[src/rtl/bsa_pkg.sv]
// Shared constants for the slot-scheduled bus arbiter.
// Assumes five sources with the grant bit order below; the fixed-mode
// priority follows the same order (lower index wins).
package bsa_pkg;
    localparam int NSRC     = 5;
    localparam int G_VID    = 0;   // display fetch
    localparam int G_MCR    = 1;   // motion-compensation fetch
    localparam int G_MCW    = 2;   // motion-compensation write-back
    localparam int G_BSR    = 3;   // stream read (memory -> decoder FIFO)
    localparam int G_BSW    = 4;   // stream write (host FIFO -> memory)

    // Source code held in a schedule entry; SLOT_NONE marks a dead entry.
    typedef enum logic [1:0] {
        SLOT_VID  = 2'd0,
        SLOT_MCR  = 2'd1,
        SLOT_MCW  = 2'd2,
        SLOT_NONE = 2'd3
    } slot_src_e;
endpackage

[src/rtl/bsa_timebase.sv]
// Decoding-time counter: counts 0 .. period-1 and wraps.
// Assumes period is held steady in normal use; a period of 0 or 1 keeps 0.
module bsa_timebase #(
    parameter int TIME_W = 10
) (
    input  logic              clk,
    input  logic              rst_n,
    input  logic [TIME_W-1:0] period,
    output logic [TIME_W-1:0] time_now
);
    logic [TIME_W:0] inc;
    logic            wrap;

    // Next count with an extra bit so the wrap compare cannot overflow.
    always_comb begin
        inc  = {1'b0, time_now} + {{TIME_W{1'b0}}, 1'b1};
        wrap = (inc >= {1'b0, period});
    end

    // Advance or wrap the time counter.
    always_ff @(posedge clk) begin
        if (!rst_n)    time_now <= '0;
        else if (wrap) time_now <= '0;
        else           time_now <= inc[TIME_W-1:0];
    end
endmodule

[src/rtl/bsa_fifo_req.sv]
// Threshold request for one stream FIFO.
// DRAIN=1: the FIFO empties into memory and asks when level exceeds threshold.
// DRAIN=0: the FIFO is filled from memory and asks when level falls below it.
module bsa_fifo_req #(
    parameter int LVL_W = 8,
    parameter bit DRAIN = 1'b1
) (
    input  logic [LVL_W-1:0] level,
    input  logic [LVL_W-1:0] thr,
    output logic             req
);
    generate
        if (DRAIN) begin : g_drain
            // Request once there is more than a threshold's worth to send.
            always_comb req = (level > thr);
        end else begin : g_fill
            // Request once the buffer runs below its threshold.
            always_comb req = (level < thr);
        end
    endgenerate
endmodule

[src/rtl/bsa_slot_table.sv]
// Schedule table with per-entry pending marks.
// An entry becomes pending the edge after its start time matches the
// counter (scheduled mode only). The lowest pending index is offered;
// 'take' clears that offer. Writes clear the written entry's mark.
module bsa_slot_table
    import bsa_pkg::*;
#(
    parameter int NENT   = 16,
    parameter int TIME_W = 10,
    parameter int LEN_W  = 6,
    localparam int IDX_W = $clog2(NENT)
) (
    input  logic              clk,
    input  logic              rst_n,
    input  logic              sched_en,
    input  logic [TIME_W-1:0] time_now,
    input  logic              wr_en,
    input  logic [IDX_W-1:0]  wr_idx,
    input  logic              wr_valid,
    input  logic [TIME_W-1:0] wr_start,
    input  logic [1:0]        wr_src,
    input  logic [LEN_W-1:0]  wr_len,
    input  logic              take,
    output logic              pend_any,
    output slot_src_e         pick_src,
    output logic [LEN_W-1:0]  pick_len
);
    logic              valid_q [NENT];
    logic [TIME_W-1:0] start_q [NENT];
    slot_src_e         src_q   [NENT];
    logic [LEN_W-1:0]  len_q   [NENT];
    logic [NENT-1:0]   pend_q;
    logic [NENT-1:0]   hit;
    logic [NENT-1:0]   clr;
    logic [IDX_W-1:0]  pick_idx;

    // Per-entry time match; dead or invalid entries never match.
    generate
        for (genvar e = 0; e < NENT; e++) begin : g_hit
            assign hit[e] = sched_en && valid_q[e] && (src_q[e] != SLOT_NONE)
                            && (start_q[e] == time_now);
        end
    endgenerate

    // Lowest-index pending entry is the one offered.
    always_comb begin
        pend_any = 1'b0;
        pick_idx = '0;
        for (int e = NENT - 1; e >= 0; e--) begin
            if (pend_q[e]) begin
                pend_any = 1'b1;
                pick_idx = IDX_W'(e);
            end
        end
        pick_src = src_q[pick_idx];
        pick_len = len_q[pick_idx];
        clr      = '0;
        if (take) clr[pick_idx] = 1'b1;
    end

    // Table storage and pending marks; a write clears its entry last.
    always_ff @(posedge clk) begin
        if (!rst_n) begin
            pend_q <= '0;
            for (int e = 0; e < NENT; e++) begin
                valid_q[e] <= 1'b0;
                start_q[e] <= '0;
                src_q[e]   <= SLOT_NONE;
                len_q[e]   <= '0;
            end
        end else begin
            if (!sched_en) pend_q <= '0;
            else           pend_q <= (pend_q & ~clr) | hit;
            if (wr_en) begin
                valid_q[wr_idx] <= wr_valid;
                start_q[wr_idx] <= wr_start;
                src_q[wr_idx]   <= slot_src_e'(wr_src);
                len_q[wr_idx]   <= wr_len;
                pend_q[wr_idx]  <= 1'b0;
            end
        end
    end
endmodule

[src/rtl/bsa_burst.sv]
// Burst length counter. Loaded on start; flags the final word.
// Assumes start only arrives while no burst is running. Length 0 acts as 1.
module bsa_burst #(
    parameter int LEN_W = 6
) (
    input  logic             clk,
    input  logic             rst_n,
    input  logic             start,
    input  logic [LEN_W-1:0] len,
    output logic             done
);
    logic [LEN_W-1:0] rem_q;

    // Words left in the current burst, counting the present one.
    always_ff @(posedge clk) begin
        if (!rst_n)              rem_q <= '0;
        else if (start)          rem_q <= (len == '0) ? LEN_W'(1) : len;
        else if (rem_q != '0)    rem_q <= rem_q - LEN_W'(1);
    end

    // Final word of the burst.
    assign done = (rem_q == LEN_W'(1));
endmodule

[src/rtl/bus_sched_arbiter.sv]
// Non-preemptive arbiter for a shared frame-memory bus.
// Scheduled mode: pending table slots first, then stream FIFOs.
// Fixed mode: static priority over all five sources.
// A decision is taken only in an idle cycle; the grant is registered.
module bus_sched_arbiter
    import bsa_pkg::*;
#(
    parameter int TIME_W = 10,
    parameter int LEN_W  = 6,
    parameter int LVL_W  = 8,
    parameter int NENT   = 16,
    localparam int IDX_W = $clog2(NENT)
) (
    input  logic                  clk,
    input  logic                  rst_n,
    input  logic                  sched_mode,
    input  logic [TIME_W-1:0]     period,
    input  logic                  tbl_we,
    input  logic [IDX_W-1:0]      tbl_idx,
    input  logic                  tbl_valid,
    input  logic [TIME_W-1:0]     tbl_start,
    input  logic [1:0]            tbl_src,
    input  logic [LEN_W-1:0]      tbl_len,
    input  logic [2:0]            pix_req,
    input  logic [LVL_W-1:0]      bsw_level,
    input  logic [LVL_W-1:0]      bsw_thr,
    input  logic [LVL_W-1:0]      bsr_level,
    input  logic [LVL_W-1:0]      bsr_thr,
    input  logic [NSRC*LEN_W-1:0] src_len,
    output logic [NSRC-1:0]       grant,
    output logic                  burst_done,
    output logic [TIME_W-1:0]     time_now
);
    logic              bsw_req, bsr_req;
    logic              pend_any;
    slot_src_e         pick_src;
    logic [LEN_W-1:0]  pick_len;
    logic              idle, start, take;
    logic [NSRC-1:0]   sel_oh;
    logic [LEN_W-1:0]  sel_len;
    logic [NSRC-1:0]   gnt_q;

    bsa_timebase #(.TIME_W(TIME_W)) u_time (
        .clk(clk), .rst_n(rst_n), .period(period), .time_now(time_now)
    );

    bsa_fifo_req #(.LVL_W(LVL_W), .DRAIN(1'b1)) u_bsw_req (
        .level(bsw_level), .thr(bsw_thr), .req(bsw_req)
    );

    bsa_fifo_req #(.LVL_W(LVL_W), .DRAIN(1'b0)) u_bsr_req (
        .level(bsr_level), .thr(bsr_thr), .req(bsr_req)
    );

    bsa_slot_table #(.NENT(NENT), .TIME_W(TIME_W), .LEN_W(LEN_W)) u_table (
        .clk(clk), .rst_n(rst_n), .sched_en(sched_mode), .time_now(time_now),
        .wr_en(tbl_we), .wr_idx(tbl_idx), .wr_valid(tbl_valid),
        .wr_start(tbl_start), .wr_src(tbl_src), .wr_len(tbl_len),
        .take(take), .pend_any(pend_any), .pick_src(pick_src),
        .pick_len(pick_len)
    );

    bsa_burst #(.LEN_W(LEN_W)) u_burst (
        .clk(clk), .rst_n(rst_n), .start(start), .len(sel_len),
        .done(burst_done)
    );

    assign idle = (gnt_q == '0);

    // Choose the next owner and its burst length for an idle cycle.
    always_comb begin
        sel_oh  = '0;
        sel_len = '0;
        take    = 1'b0;
        if (sched_mode) begin
            if (pend_any) begin
                sel_oh[int'(pick_src)] = 1'b1;
                sel_len = pick_len;
                take    = idle;
            end else if (bsr_req) begin
                sel_oh[G_BSR] = 1'b1;
                sel_len = src_len[G_BSR*LEN_W +: LEN_W];
            end else if (bsw_req) begin
                sel_oh[G_BSW] = 1'b1;
                sel_len = src_len[G_BSW*LEN_W +: LEN_W];
            end
        end else begin
            for (int i = NSRC - 1; i >= 0; i--) begin
                if ((i < 3 && pix_req[i]) || (i == G_BSR && bsr_req) ||
                    (i == G_BSW && bsw_req)) begin
                    sel_oh  = '0;
                    sel_oh[i] = 1'b1;
                    sel_len = src_len[i*LEN_W +: LEN_W];
                end
            end
        end
    end

    assign start = idle && (sel_oh != '0);

    // Grant register: set in an idle cycle, dropped after the final word.
    always_ff @(posedge clk) begin
        if (!rst_n)          gnt_q <= '0;
        else if (start)      gnt_q <= sel_oh;
        else if (burst_done) gnt_q <= '0;
    end

    assign grant = gnt_q;
endmodule

[config.mk]
export PLATFORM = sky130hd
export DESIGN_NAME = bus_sched_arbiter
export DESIGN_NICKNAME = d
export VERILOG_FILES = /design/src/rtl/bsa_pkg.sv /design/src/rtl/bsa_timebase.sv /design/src/rtl/bsa_fifo_req.sv /design/src/rtl/bsa_slot_table.sv /design/src/rtl/bsa_burst.sv /design/src/rtl/bus_sched_arbiter.sv
export SDC_FILE = /design/constraint.sdc
export NUM_CORES = 1
export LEC_CHECK = 0
export ABC_AREA = 1
export BUFFER_PORTS_ARGS = -buffer_cell sky130_fd_sc_hd__buf_2
export CAP_MARGIN = 25
export CORE_MARGIN = 2
export CORE_UTILIZATION = 55
export CTS_BUF_LIST = sky130_fd_sc_hd__clkbuf_8 sky130_fd_sc_hd__clkbuf_16
export CTS_CLUSTER_DIAMETER = 60
export DETAILED_ROUTE_END_ITERATION = 10
export PLACE_DENSITY = 0.74
export SLEW_MARGIN = 20
export SYNTH_ARGS = -nofsm -noshare
export SYNTH_HDL_FRONTEND = slang
export SYNTH_HIERARCHICAL = 1
export SYNTH_SLANG_ARGS = --single-unit
[constraint.sdc]
create_clock -name clk -period 2.7 [get_ports clk]
set_input_delay 0.54 -clock clk [delete_from_list [all_inputs] [get_ports clk]]
set_output_delay 0.54 -clock clk [all_outputs]
set_load 0.02 [all_outputs]
-- Word-level counts from Yosys, hierarchy flattened
Memories as Yosys holds them, arrays and structs flattened.
Index checks and enable logic that the tools add are counted.
- memories: 4
- output and inout bits: 16
- register bits after elaboration: 37
- memory bits (writable): 304
- latch bits: 0
- bits of input ports: 102
- logic and storage cells: 204
- memory bits (read-only): 0
- reduce and logical (&&, ||, !) cells: 63
- equality and inequality tests: 33
- multiply operators: 0
- bitwise logic cells: 6
- shifts and indexed selects: 0
- add/subtract/negate cells: 2
- magnitude comparators: 9
- mux-type cells: 83
- div/mod/pow operators: 0
- memories (name ; words ; bits a word ; rd ports ; clocked after Yosys merged registers in ; write ports ; line ; source):
    u_table.start_q ; 16 ; 10 ; 16 ; 0 ; 16 ; bsa_slot_table.sv:29 ; logic [TIME_W-1:0] start_q [NENT];
    u_table.len_q ; 16 ; 6 ; 1 ; 0 ; 16 ; bsa_slot_table.sv:31 ; logic [LEN_W-1:0] len_q [NENT];
    u_table.src_q ; 16 ; 2 ; 17 ; 0 ; 16 ; bsa_slot_table.sv:30 ; slot_src_e src_q [NENT];
    u_table.valid_q ; 16 ; 1 ; 16 ; 0 ; 16 ; bsa_slot_table.sv:28 ; logic valid_q [NENT];
- operator list (operator ; count):
    == test 10 bit ; 16
    two-way mux 4 bit ; 20
    two-way mux 6 bit ; 11
    two-way mux 16 bit ; 4
    logical AND 1 bit ; 52
    two-way mux 5 bit ; 8
    two-way mux 1 bit ; 33
    bitwise AND 16 bit ; 2
    != test 2 bit, second input constant ; 16
    inverter 16 bit ; 2
    OR 16 bit ; 1
    adder 10 x 1 -> 11 bit, second input constant ; 1
    >= comparator 11 x 10 -> 1 bit ; 1
    less-than comparator 4 x 5 -> 1 bit, second input constant ; 2
    two-way mux 10 bit ; 1
    OR reduction 10 bit ; 1
    demux 1 bit (select 4 bit) ; 2
    >= comparator 4 x 1 -> 1 bit, second input constant ; 2
    greater-than comparator 8 bit ; 1
    less-than comparator 8 bit ; 1
    == test 6 x 1 -> 1 bit, second input constant ; 1
    zero test 6 bit ; 1
    nonzero test 6 bit ; 1
    OR reduction 6 bit ; 1
    12 further kinds ; 15

-- Longest topological paths before layout
Gate-level depths: netlist of run 1.
- depth in word-level cells: 28
- gate-level depth with buffers: 36
- depth with buffers taken out: 35

-- Cells and area by module
Netlist of run 1, hierarchy kept.
- modules (own cells, without submodules) (module ; sequential area each (um2) ; times used ; cells each ; area each (um2)):
    bsa_slot_table ; 9288.9 ; 1 ; 1600 ; 15413.5
    bsa_timebase ; 200.2 ; 1 ; 117 ; 799.5
    bus_sched_arbiter ; 100.1 ; 1 ; 125 ; 728.2
    bsa_burst ; 120.1 ; 1 ; 64 ; 415.4
    bsa_fifo_req at u_bsw_req ; 0.0 ; 1 ; 36 ; 217.7
    bsa_fifo_req at u_bsr_req ; 0.0 ; 1 ; 31 ; 183.9

-- Least setup slack after synthesis of run 1
Ideal clock, no wire load.
- path type: reg2reg
- start: reg u_table.pend_q[14]
- end: reg u_burst.rem_q[0]
- data arrival time: 2.601 ns
- setup time: 0.109 ns
- stages on the path, launching flop included: 37
- path buffers: 1
- required time: 2.591 ns
- clock period less this slack: 2.710 ns
- setup slack: -0.010 ns
- cell sequence: dfxtp_1 -> inv_1 -> nand2_1 -> nand2_1 -> nand2_1 -> nand2_1 -> nand2_1 -> nand2_1 -> nand2_1 -> nand2_1 -> nand2_1 -> nand2_1 -> nand2_2 -> nand2_4 -> nand2_4 -> nand2_4 -> nand2_4 -> buf_4 -> nand3_1 -> nand3_1 -> nand2_1 -> nand2_1 -> inv_1 -> nand2_1 -> inv_1 -> nand2_1 -> o21ai_0 -> nor2_1 -> nand3_2 -> nand2_4 -> nand2_4 -> inv_2 -> nand4_2 -> nand2_1 -> nand2_1 -> nand2_1 -> inv_1
- word-level cells in the longest chain between the ends: 25
- elaborated cells on any way between the ends: 48
- classes of those cells: order compare (2); mux (39); reduce/logical (5); memory (2)
- ends and longest elaborated chain (what ; line ; source):
    from (decl) ; bsa_slot_table.sv:32 ; logic [NENT-1:0] pend_q;
    from (signal assigned) ; bsa_slot_table.sv:73 ; else pend_q <= (pend_q & ~clr) | hit;
    two-way mux 4 bit * (15 in a row) ; bsa_slot_table.sv:50 ; if (pend_q[e]) begin
    memory read (16 x 2 bit) * ; -- ;
    named net pick_src[1] ; bus_sched_arbiter.sv:36 ; slot_src_e pick_src;
    less-than comparator 2 x 4 -> 1 bit (implied by the code) or >= comparator 2 x 1 -> 1 bit (tied branches) ; bus_sched_arbiter.sv:77 ; sel_oh[int'(pick_src)] = 1'b1;
    logical AND 1 bit (implied by the code) ; bus_sched_arbiter.sv:77 ;
    two-way mux 1 bit (implied by the code) ; bus_sched_arbiter.sv:77 ;
    demux 1 bit (select 2 bit) * ; bus_sched_arbiter.sv:77 ;
    two-way mux 3 bit or two-way mux 2 bit (tied branches) ; bus_sched_arbiter.sv:76 ; if (pend_any) begin
    two-way mux 5 bit * ; bus_sched_arbiter.sv:75 ; if (sched_mode) begin
    nonzero test 5 bit * ; bus_sched_arbiter.sv:99 ; assign start = idle && (sel_oh != '0);
    logical AND 1 bit * ; bus_sched_arbiter.sv:99 ;
    named net start ; bus_sched_arbiter.sv:38 ; logic idle, start, take;
    two-way mux 6 bit or nonzero test 2 bit (tied branches) ; -- ;
    to (signal assigned) ; bsa_burst.sv:17 ; else if (start) rem_q <= (len == '0) ? LEN_W'(1) : len;
    to (signal assigned) ; bsa_burst.sv:18 ; else if (rem_q != '0) rem_q <= rem_q - LEN_W'(1);
    to (decl) ; bsa_burst.sv:12 ; logic [LEN_W-1:0] rem_q;
Mark *: on every way through the listed nets, which the timed path passes. The rest lies on a longest branch.
A chain may end at the register's enable or synchronous reset.

-- Worst setup path in the final report of run 1
- start: reg u_table.pend_q[15]
- end: reg u_burst.rem_q[5]
- word-level cells in the longest chain between the ends: 26
- elaborated cells on any way between the ends: 50
- classes of those cells: order compare (2); mux (41); reduce/logical (5); memory (2)
- ends and longest elaborated chain (what ; line):
    two-way mux 4 bit * (16 in a row) ; bsa_slot_table.sv:50
    memory read (16 x 2 bit) * ; --
    named net pick_src[1] ; bus_sched_arbiter.sv:36
    less-than comparator 2 x 4 -> 1 bit (implied by the code) or >= comparator 2 x 1 -> 1 bit (tied branches) ; bus_sched_arbiter.sv:77
    logical AND 1 bit (implied by the code) ; bus_sched_arbiter.sv:77
    two-way mux 1 bit (implied by the code) ; bus_sched_arbiter.sv:77
    demux 1 bit (select 2 bit) * ; bus_sched_arbiter.sv:77
    two-way mux 3 bit or two-way mux 2 bit (tied branches) ; bus_sched_arbiter.sv:76
    two-way mux 5 bit * ; bus_sched_arbiter.sv:75
    nonzero test 5 bit * ; bus_sched_arbiter.sv:99
    logical AND 1 bit * ; bus_sched_arbiter.sv:99
    named net start ; bus_sched_arbiter.sv:38
    two-way mux 6 bit or nonzero test 2 bit (tied branches) ; --
Marks and branches as above.

==> results of run 1 <==
flip-flops by register name, indices dropped and copies added, names as in the netlist:
register / count
grant: 5
u_burst/rem_q: 6
u_table/len_q: 96
u_table/pend_q: 16
u_table/src_q: 32
u_table/start_q: 160
u_table/valid_q: 16
u_time/time_now: 10
critical path, delay by kind of cell (launching register included):
family | cells | cell delay [ns]
compound gates | 2 | 0.36
buf+inv | 9 | 0.68
flops | 1 | 0.33
simple gates | 18 | 1.42
cell usage after synthesis, drive strengths merged, types with 19 or more instances:
master / number
o21ai: 47
a21oi: 48
nor2: 345
edfxtp: 288
clkbuf: 59
dfxtp: 53
or2: 34
nand3: 168
xnor2: 39
inv: 191
buf: 41
nand2: 391
xor2: 52
ha: 28
clkinv: 19
nand4: 94
per-stage QoR:
| stage | hold slack [ns] | worst slack, ns | area (sq um) | setup TNS (ns) | utilization |
|---|---|---|---|---|---|
| 3_5_place_dp | 0.4744 | -0.2804 | 19300 | -1.306 | 0.6099 |
| 5_1_grt | 0.4952 | -0.4543 | 20820 | -3.413 | 0.6581 |
| 6_report | 0.4773 | -0.2193 | 20820 | -1.330 | 0.6581 |
| 2_1_floorplan | 0.4426 | 0.01173 | 17760 | 0 | - |
| 3_3_place_gp | 0.4588 | -0.1901 | 19300 | -0.7113 | 0.6099 |
| 4_1_cts | 0.4545 | -0.1507 | 20680 | -0.7583 | 0.6537 |
final cells by class:
class | count | area, sq um | area share
repair buffers | 246 | 1644 | 0.07896
well taps | 402 | 503.0 | 0.02416
multi-input cells | 1323 | 6957 | 0.3341
inverters | 210 | 798.3 | 0.03834
clock buffers | 41 | 1003 | 0.04819
flip-flops and latches | 341 | 9712 | 0.4664
clock inverters | 28 | 203.9 | 0.009795
routing by layer:
layer,vias to the layer above,track usage,share of wire
met3,103,0.03843,0.083
met4,0,0.09664,0.029
met2,719,0.4971,0.48
met1,7051,0.3969,0.41
met5,-,0,0
li1,6985,-,-
cell families (layout without fill, tap and decap cells):
family,after synthesis,after routing
AND/OR/NAND/NOR,1066,1067
flip-flops,341,341
buffers and inverters,310,525
AO/OA/AOI/OAI,137,137
XOR/XNOR,91,91
adder cells (fa/ha/maj),28,28
power breakdown:
group | internal (uW) | switching, uW
Sequential | 6030 | 198
Clock | 2960 | 2070
Combinational | 528 | 928
final timing paths:
check | startpoint | depth (start not counted) | to
min reg2reg | u_table/pend_q[1] | 2 | u_table/pend_q[1]
min | src_len[16] | 5 | u_burst/rem_q[4]
max | u_table/pend_q[15] | 29 | u_burst/rem_q[5]
max reg2reg | u_table/pend_q[15] | 29 | u_burst/rem_q[5]
repair_timing:
item,CTS,global route
gates resized for setup,23,41
gates cloned,1,1
endpoints found under the setup margin,9,10
pin swaps,20,20
buffers inserted,9,1
==> insert_results.sql, run 1 <==
INSERT INTO impl_metrics (metric_group, metric, value, unit) VALUES
('global_route', 'globalRoute.totalOverflow', '0', ''),
('floorplan', 'dieWidth', '183.7', 'um'),
('clock_network', 'clock_latency', '0.52', 'ns'),
('logic_synthesis', 'dominant_combinational_cell_family_by_area_after_synthesis', 'simple AND/OR/NAND/NOR gates', ''),
('clock_network', 'cts.sinks', '341', ''),
('logic_synthesis', 'compound_cell_area_share_of_the_yosys_netlist', '0.04692', ''),
('placement', 'finalWeightedCongestion', '0.9774', ''),
('final_layout', 'fillers', '2562', ''),
('global_route', 'via_count_of_the_first_global_routing_pass', '14130', ''),
('logic_synthesis', 'yosys_most_used_dff', 'sky130_fd_sc_hd__edfxtp_1', ''),
('detailed_routing', 'final_ant_viol_nets', '0', ''),
('global_route', 'grt_start_max_net_pins', '39', ''),
('detailed_routing', 'iteration_0_drc_count_of_the_detailed_router', '1457', ''),
('final_layout', 'number_of_nets_in_the_layout', '2290', ''),
('outcome', 'outcome', 'finished, violations left', ''),
('clock_network', 'clock_tree_from_tritoncts', 'built', ''),
('logic_synthesis', 'post-synth-top-area-fraction', '0.4870', ''),
('outcome', 'violations_in_the_final_reports', 'negative setup slack', ''),
('critical_path', 'critical_path_arrival', '3.33', 'ns'),
('logic_synthesis', 'synthArstFlopShare', '0', ''),
('detailed_routing', 'wirelength_per_cell', '19.34', 'um'),
('final_layout', 'area.growth.synth_to_final', '17.25', '%'),
('clock_network', 'clk_pin_slew_worst_paths', '0.06', 'ns'),
('logic_synthesis', 'synthTopCellsByArea', 'sky130_fd_sc_hd__edfxtp_1 49%, sky130_fd_sc_hd__nand2_1 8.0%, sky130_fd_sc_hd__nor2_1 6.9%', ''),
('logic_synthesis', 'synth-edff-count', '288', ''),
('clock_network', 'clock_path_buffers', '3', ''),
('detailed_routing', 'routed_wirelength', '50.10', 'mm'),
('logic_synthesis', 'fraction_of_the_mapped_netlist_area_in_simple_logic_gates', '0.2708', ''),
('detailed_routing', 'drc', '0', ''),
('logic_synthesis', 'synthesis.area_per_instance', '9.001', 'sq um'),
('power_and_ir_drop', 'peakVddDrop', '471.6', 'uV'),
('sta', 'drv_slew', '0', ''),
('clock_network', 'postCtsHoldBufs', '0', ''),
('logic_synthesis', 'sequential_element_share_of_the_synthesized_area', '0.5467', ''),
('power_and_ir_drop', 'cellLeakagePower', '0.008918', 'uW'),
('final_layout', 'layout_commonest_cell', 'sky130_fd_sc_hd__nand2_1', ''),
('logic_synthesis', 'adder_and_majority_cell_fraction_of_the_synthesized_area', '0.01973', ''),
('placement', 'place.detailed.instances', '2510', ''),
('logic_synthesis', 'synth_top_cell_by_area', 'sky130_fd_sc_hd__edfxtp_1', ''),
('sta', 'unrepaired_setup_endpoints_after_global_routing', 'true', ''),
('power_and_ir_drop', 'power.density_cell_area', '610.5', 'nW/um^2'),
('sta', 'clock.fmax', '342.6', 'MHz'),
('sta', 'finalHoldViolCount', '0', ''),
('final_layout', 'antennaDiodeCount', '0', ''),
('logic_synthesis', 'post_synth_xor_area_fraction', '0.04530', ''),
('sta', 'clock-skew-final', '0.01315', 'ns'),
('detailed_routing', 'firstDrtPassIters', '7', ''),
('logic_synthesis', 'synth.distinct_cells', '54', ''),
('global_route', 'global_route.usage.total', '0.2948', ''),
('logic_synthesis', 'post_synth_mux_area_share', '0', ''),
('floorplan', 'chipHeight', '183.7', 'um'),
('logic_synthesis', 'postSynthNetCount', '2103', ''),
('floorplan', 'core_region_area', '31640', 'sq um'),
('critical_path', 'crit_path_max_fanout', '10', ''),
('sta', 'worst_margin_slew', '0.8303', 'ns'),
('detailed_routing', 'route.vias.total', '14860', ''),
('sta', 'final-setup-viol-count', '9', ''),
('critical_path', 'crit_path_top_delay_cell', 'sky130_fd_sc_hd__dfxtp_2', ''),
('global_route', 'number_of_antenna_violations_at_the_first_check_in_global_routing', '0', ''),
('sta', 'setup_ws', '-0.2193', 'ns'),
('floorplan', 'io_pins', '118', ''),
('logic_synthesis', 'post_synth_inst_count', '1973', ''),
('detailed_routing', 'vias_per_inst', '5.734', ''),
('global_route', 'grt_first_pass_wirelength', '76.41', 'mm'),
('critical_path', 'end_kind', 'flop', ''),
('sta', 'finalCriticalPeriod', '2.919', 'ns'),
('hold_path', 'holdCritPathClass', 'in2reg', ''),
('clock_network', 'clk_tree_root_cell', 'sky130_fd_sc_hd__clkbuf_16', ''),
('clock_network', 'clock_tree.htree_level_count', '2', ''),
('final_layout', 'final_layout_size_suffix_gt1_frac', '0.1932', ''),
('logic_synthesis', 'synthesis.yosys.warnings', '6', '');
Note: power is estimated with default switching activity, not from simulation.
==> run 2: changes to the inputs <==
Settings changed: SYNTH_HIERARCHICAL 1 to unset.
==> run 2 against run 1 <==
The flow still finishes with violations (negative setup slack). Maximum frequency rose by 3.6%. First-iteration DRC count rose by 41%. Core utilization rose by 1.3 points. Final cell count fell by 3.6%. Sequential share of layout area rose by 0.45 points. Clock skew rose by 0.011 ns.
==> insert_results.sql, run 2 <==
INSERT INTO impl_metrics (metric_group, metric, value, unit) VALUES
('logic_synthesis', 'dominant_combinational_cell_family_by_area_after_synthesis', 'simple AND/OR/NAND/NOR gates', ''),
('placement', 'total_placed_instance_area', '18950', 'sq um'),
('outcome', 'outcome', 'finished, violations left', ''),
('critical_path', 'worst_path_most_repeated_cell', 'sky130_fd_sc_hd__nand2_1', ''),
('logic_synthesis', 'synth-edff-count', '288', ''),
('sta', 'final-setup-viol-count', '10', ''),
('logic_synthesis', 'postSynthNetCount', '2001', ''),
('critical_path', 'crit_path_max_fanout', '7', ''),
('clock_network', 'clock_tree.htree_level_count', '2', ''),
('final_layout', 'layout_top_registers', 'u_table.start_q: 160 flops, u_table.len_q: 96 flops, u_table.src_q: 32 flops', ''),
('final_layout', 'final_area', '20630', 'sq um'),
('critical_path', 'worstPathRequired', '3.10', 'ns'),
('global_route', 'globalRoute.totalOverflow', '0', ''),
('critical_path', 'startpoint_type', 'flop', ''),
('logic_synthesis', 'synthArstFlopShare', '0', ''),
('logic_synthesis', 'fraction_of_the_mapped_netlist_area_in_simple_logic_gates', '0.2413', ''),
('sta', 'worst_margin_slew', '0.8862', 'ns'),
('global_route', 'grt_first_pass_wirelength', '78.31', 'mm'),
('final_layout', 'layout_commonest_cell', 'sky130_fd_sc_hd__nor2_1', ''),
('floorplan', 'core_region_area', '30750', 'sq um'),
('global_route', 'global_route.usage.total', '0.3132', ''),
('detailed_routing', 'drc', '0', ''),
('sta', 'finalCriticalPeriod', '2.818', 'ns'),
('logic_synthesis', 'compound_cell_area_share_of_the_yosys_netlist', '0.06094', ''),
('clock_network', 'clock_latency', '0.53', 'ns'),
('final_layout', 'final_layout_size_suffix_gt1_frac', '0.1990', ''),
('detailed_routing', 'firstDrtPassIters', '5', ''),
('logic_synthesis', 'post_synth_mux_area_share', '0', ''),
('logic_synthesis', 'synthTopCellsByArea', 'sky130_fd_sc_hd__edfxtp_1 50%, sky130_fd_sc_hd__nor2_1 7.6%, sky130_fd_sc_hd__nand2_1 7.1%', ''),
('detailed_routing', 'vias_per_inst', '5.877', ''),
('final_layout', 'flip_flop_count_of_the_largest_register_after_layout', '160', ''),
('sta', 'relSlewSlack', '0.4086', ''),
('detailed_routing', 'routed_wirelength', '52.77', 'mm'),
('detailed_routing', 'route.vias.total', '14680', ''),
('floorplan', 'rows', '64', ''),
('logic_synthesis', 'synthesis.area_per_instance', '9.206', 'sq um'),
('detailed_routing', 'wirelength_per_cell', '21.13', 'um'),
('floorplan', 'initial_utilization', '0.5602', ''),
('logic_synthesis', 'synth-seq-cells', '341', ''),
('final_layout', 'fillers', '2382', ''),
('critical_path', 'crit_path_top_delay_cell', 'sky130_fd_sc_hd__dfxtp_2', ''),
('floorplan', 'io_pins', '118', ''),
('sta', 'drv_slew', '0', ''),
('sta', 'unrepaired_setup_endpoints_after_global_routing', 'true', ''),
('placement', 'dp_hpwl', '35.88', 'mm'),
('floorplan', 'dieWidth', '181.0', 'um'),
('clock_network', 'cts.sinks', '341', ''),
('sta', 'final.period_utilization', '1.044', ''),
('critical_path', 'end_kind', 'flop', ''),
('sta', 'setup_ws', '-0.1176', 'ns'),
('global_route', 'grt_start_max_net_pins', '42', ''),
('critical_path', 'timing_worst_setup_path_type', 'reg2reg', ''),
('final_layout', 'largest-register', 'u_table.start_q', ''),
('power_and_ir_drop', 'power.density_cell_area', '595.4', 'nW/um^2'),
('final_layout', 'antennaDiodeCount', '0', ''),
('logic_synthesis', 'most_frequently_used_cell_type_in_the_post_synthesis_netlist', 'sky130_fd_sc_hd__nor2_1', ''),
('sta', 'finalHoldViolCount', '0', ''),
('floorplan', 'chipHeight', '181.0', 'um'),
('clock_network', 'total_clock_buffers_created_by_cts', '36', ''),
('critical_path', 'critical_path_arrival', '3.22', 'ns'),
('sta', 'clock-skew-final', '0.02381', 'ns'),
('detailed_routing', 'final_ant_viol_nets', '0', ''),
('logic_synthesis', 'sequential_element_share_of_the_synthesized_area', '0.5637', ''),
('logic_synthesis', 'synth.top_cells.by_count', '349 x sky130_fd_sc_hd__nor2_1, 328 x sky130_fd_sc_hd__nand2_1, 288 x sky130_fd_sc_hd__edfxtp_1', ''),
('global_route', 'via_count_of_the_first_global_routing_pass', '13930', ''),
('logic_synthesis', 'synthesis.yosys.warnings', '0', ''),
('logic_synthesis', 'synth.distinct_cells', '54', ''),
('job', 'max_cap_violations', '0', ''),
('logic_synthesis', 'adder_and_majority_cell_fraction_of_the_synthesized_area', '0.02034', ''),
('power_and_ir_drop', 'peakVddDrop', '416.6', 'uV'),
('floorplan', 'fp.dieArea', '32750', 'sq um'),
('logic_synthesis', 'yosys_most_used_dff', 'sky130_fd_sc_hd__edfxtp_1', ''),
('logic_synthesis', 'post_synth_inst_count', '1871', ''),
('final_layout', 'number_of_nets_in_the_layout', '2204', ''),
('logic_synthesis', 'post_synth_instance_area', '17230', 'sq um'),
('logic_synthesis', 'synth_top_cell_by_area', 'sky130_fd_sc_hd__edfxtp_1', ''),
('hold_path', 'holdCritPathClass', 'in2reg', ''),
('critical_path', 'rrSetupSlack', '-0.12', 'ns'),
('critical_path', 'critical_path_s_largest_stage_delay', '0.34', 'ns'),
('clock_network', 'clk_tree_root_cell', 'sky130_fd_sc_hd__clkbuf_16', ''),
('placement', 'finalWeightedCongestion', '0.9454', ''),
('global_route', 'number_of_antenna_violations_at_the_first_check_in_global_routing', '0', ''),
('clock_network', 'clock_tree_from_tritoncts', 'built', ''),
('clock_network', 'clk_pin_slew_worst_paths', '0.06', 'ns'),
('final_layout', 'layout_common_cells', '343 x sky130_fd_sc_hd__nor2_1, 312 x sky130_fd_sc_hd__nand2_1, 288 x sky130_fd_sc_hd__edfxtp_1', ''),
('final_layout', 'area.growth.synth_to_final', '19.79', '%'),
('clock_network', 'postCtsHoldBufs', '0', ''),
('logic_synthesis', 'post_synth_xor_area_fraction', '0.04881', ''),
('placement', 'place.port_buffers', '117', ''),
('clock_network', 'clock_path_buffers', '3', ''),
('outcome', 'violations_in_the_final_reports', 'negative setup slack', ''),
('detailed_routing', 'iteration_0_drc_count_of_the_detailed_router', '2049', ''),
('sta', 'worst_hold_check_slack', '0.4282', 'ns'),
('sta', 'clock.fmax', '354.9', 'MHz'),
('power_and_ir_drop', 'cellLeakagePower', '0.008710', 'uW'),
('logic_synthesis', 'post-synth-top-area-fraction', '0.5021', '');
## run 2: logic make-up (layout without fill, tap and decap cells)
kind of cell,count (synthesis),count (layout)
compound gates,160,161
fa+ha+maj,28,28
simple gates,957,959
flops,341,341
xor+xnor,96,96
buf+inv,289,516
## run 2: stage by stage
stage | util | power [uW] | setup TNS, ns | worst slack, ns | instances
5_1_grt | 0.6710 | 12670 | -3.201 | -0.3231 | 2497
3_5_place_dp | 0.6162 | 7574 | -1.063 | -0.1254 | 2411
2_1_floorplan | - | 7064 | 0 | 0.0006226 | 1871
6_report | 0.6710 | 12290 | -0.5141 | -0.1176 | 2497
4_1_cts | 0.6554 | 12210 | -0.01021 | -0.01021 | 2478
3_3_place_gp | 0.6162 | 7551 | -0.3051 | -0.04667 | 2411
## run 2: final cells by class
type / count / area, sq um / area share
flip-flops and latches: 341 / 9717 / 0.4709
multi-input cells: 1244 / 6710 / 0.3252
repair buffers: 268 / 1892 / 0.09169
clock buffers: 40 / 978.4 / 0.04742
inverters: 183 / 695.7 / 0.03372
well taps: 396 / 495.5 / 0.02401
clock inverters: 25 / 145.1 / 0.007034
## run 2: path summary, 6_finish.rpt
| check | cells past startpoint | to | start |
|---|---|---|---|
| max | 30 | u_burst.rem_q[1] | u_table.pend_q[14] |
| min | 5 | u_burst.rem_q[5] | src_len[23] |
| min reg2reg | 2 | u_table.valid_q[14] | u_table.valid_q[14] |
| max reg2reg | 30 | u_burst.rem_q[1] | u_table.pend_q[14] |
## run 2: power by group
group	internal, uW	total, uW	switching, uW
registers	6010	6180	170
clock network	2700	4700	2010
logic	501	1400	898
total	9210	12300	3070
## run 2: critical path, delay by kind of cell, from the launching register on
kind	cells	cell delay (ns)
and+or+nand+nor	25	1.68
DFF	1	0.34
AOI/OAI and AO/OA	1	0.19
buffers and inverters	4	0.47
## run 2: timing repair
| action | 4_1_cts | 5_1_grt |
|---|---|---|
| setup buffers | 1 | 13 |
| setup endpoints to repair | 12 | 27 |
| gates cloned | 1 | 6 |
| resized for setup | 17 | 75 |
| pin swaps | 0 | 49 |
## run 2: routing by layer
metal / routed length (um) / vias up / track usage
met5: 0 / - / 0
met4: 2125 / 0 / 0.1184
met3: 6013 / 155 / 0.05785
met2: 24220 / 942 / 0.5057
met1: 20410 / 6877 / 0.4246
li1: - / 6702 / -
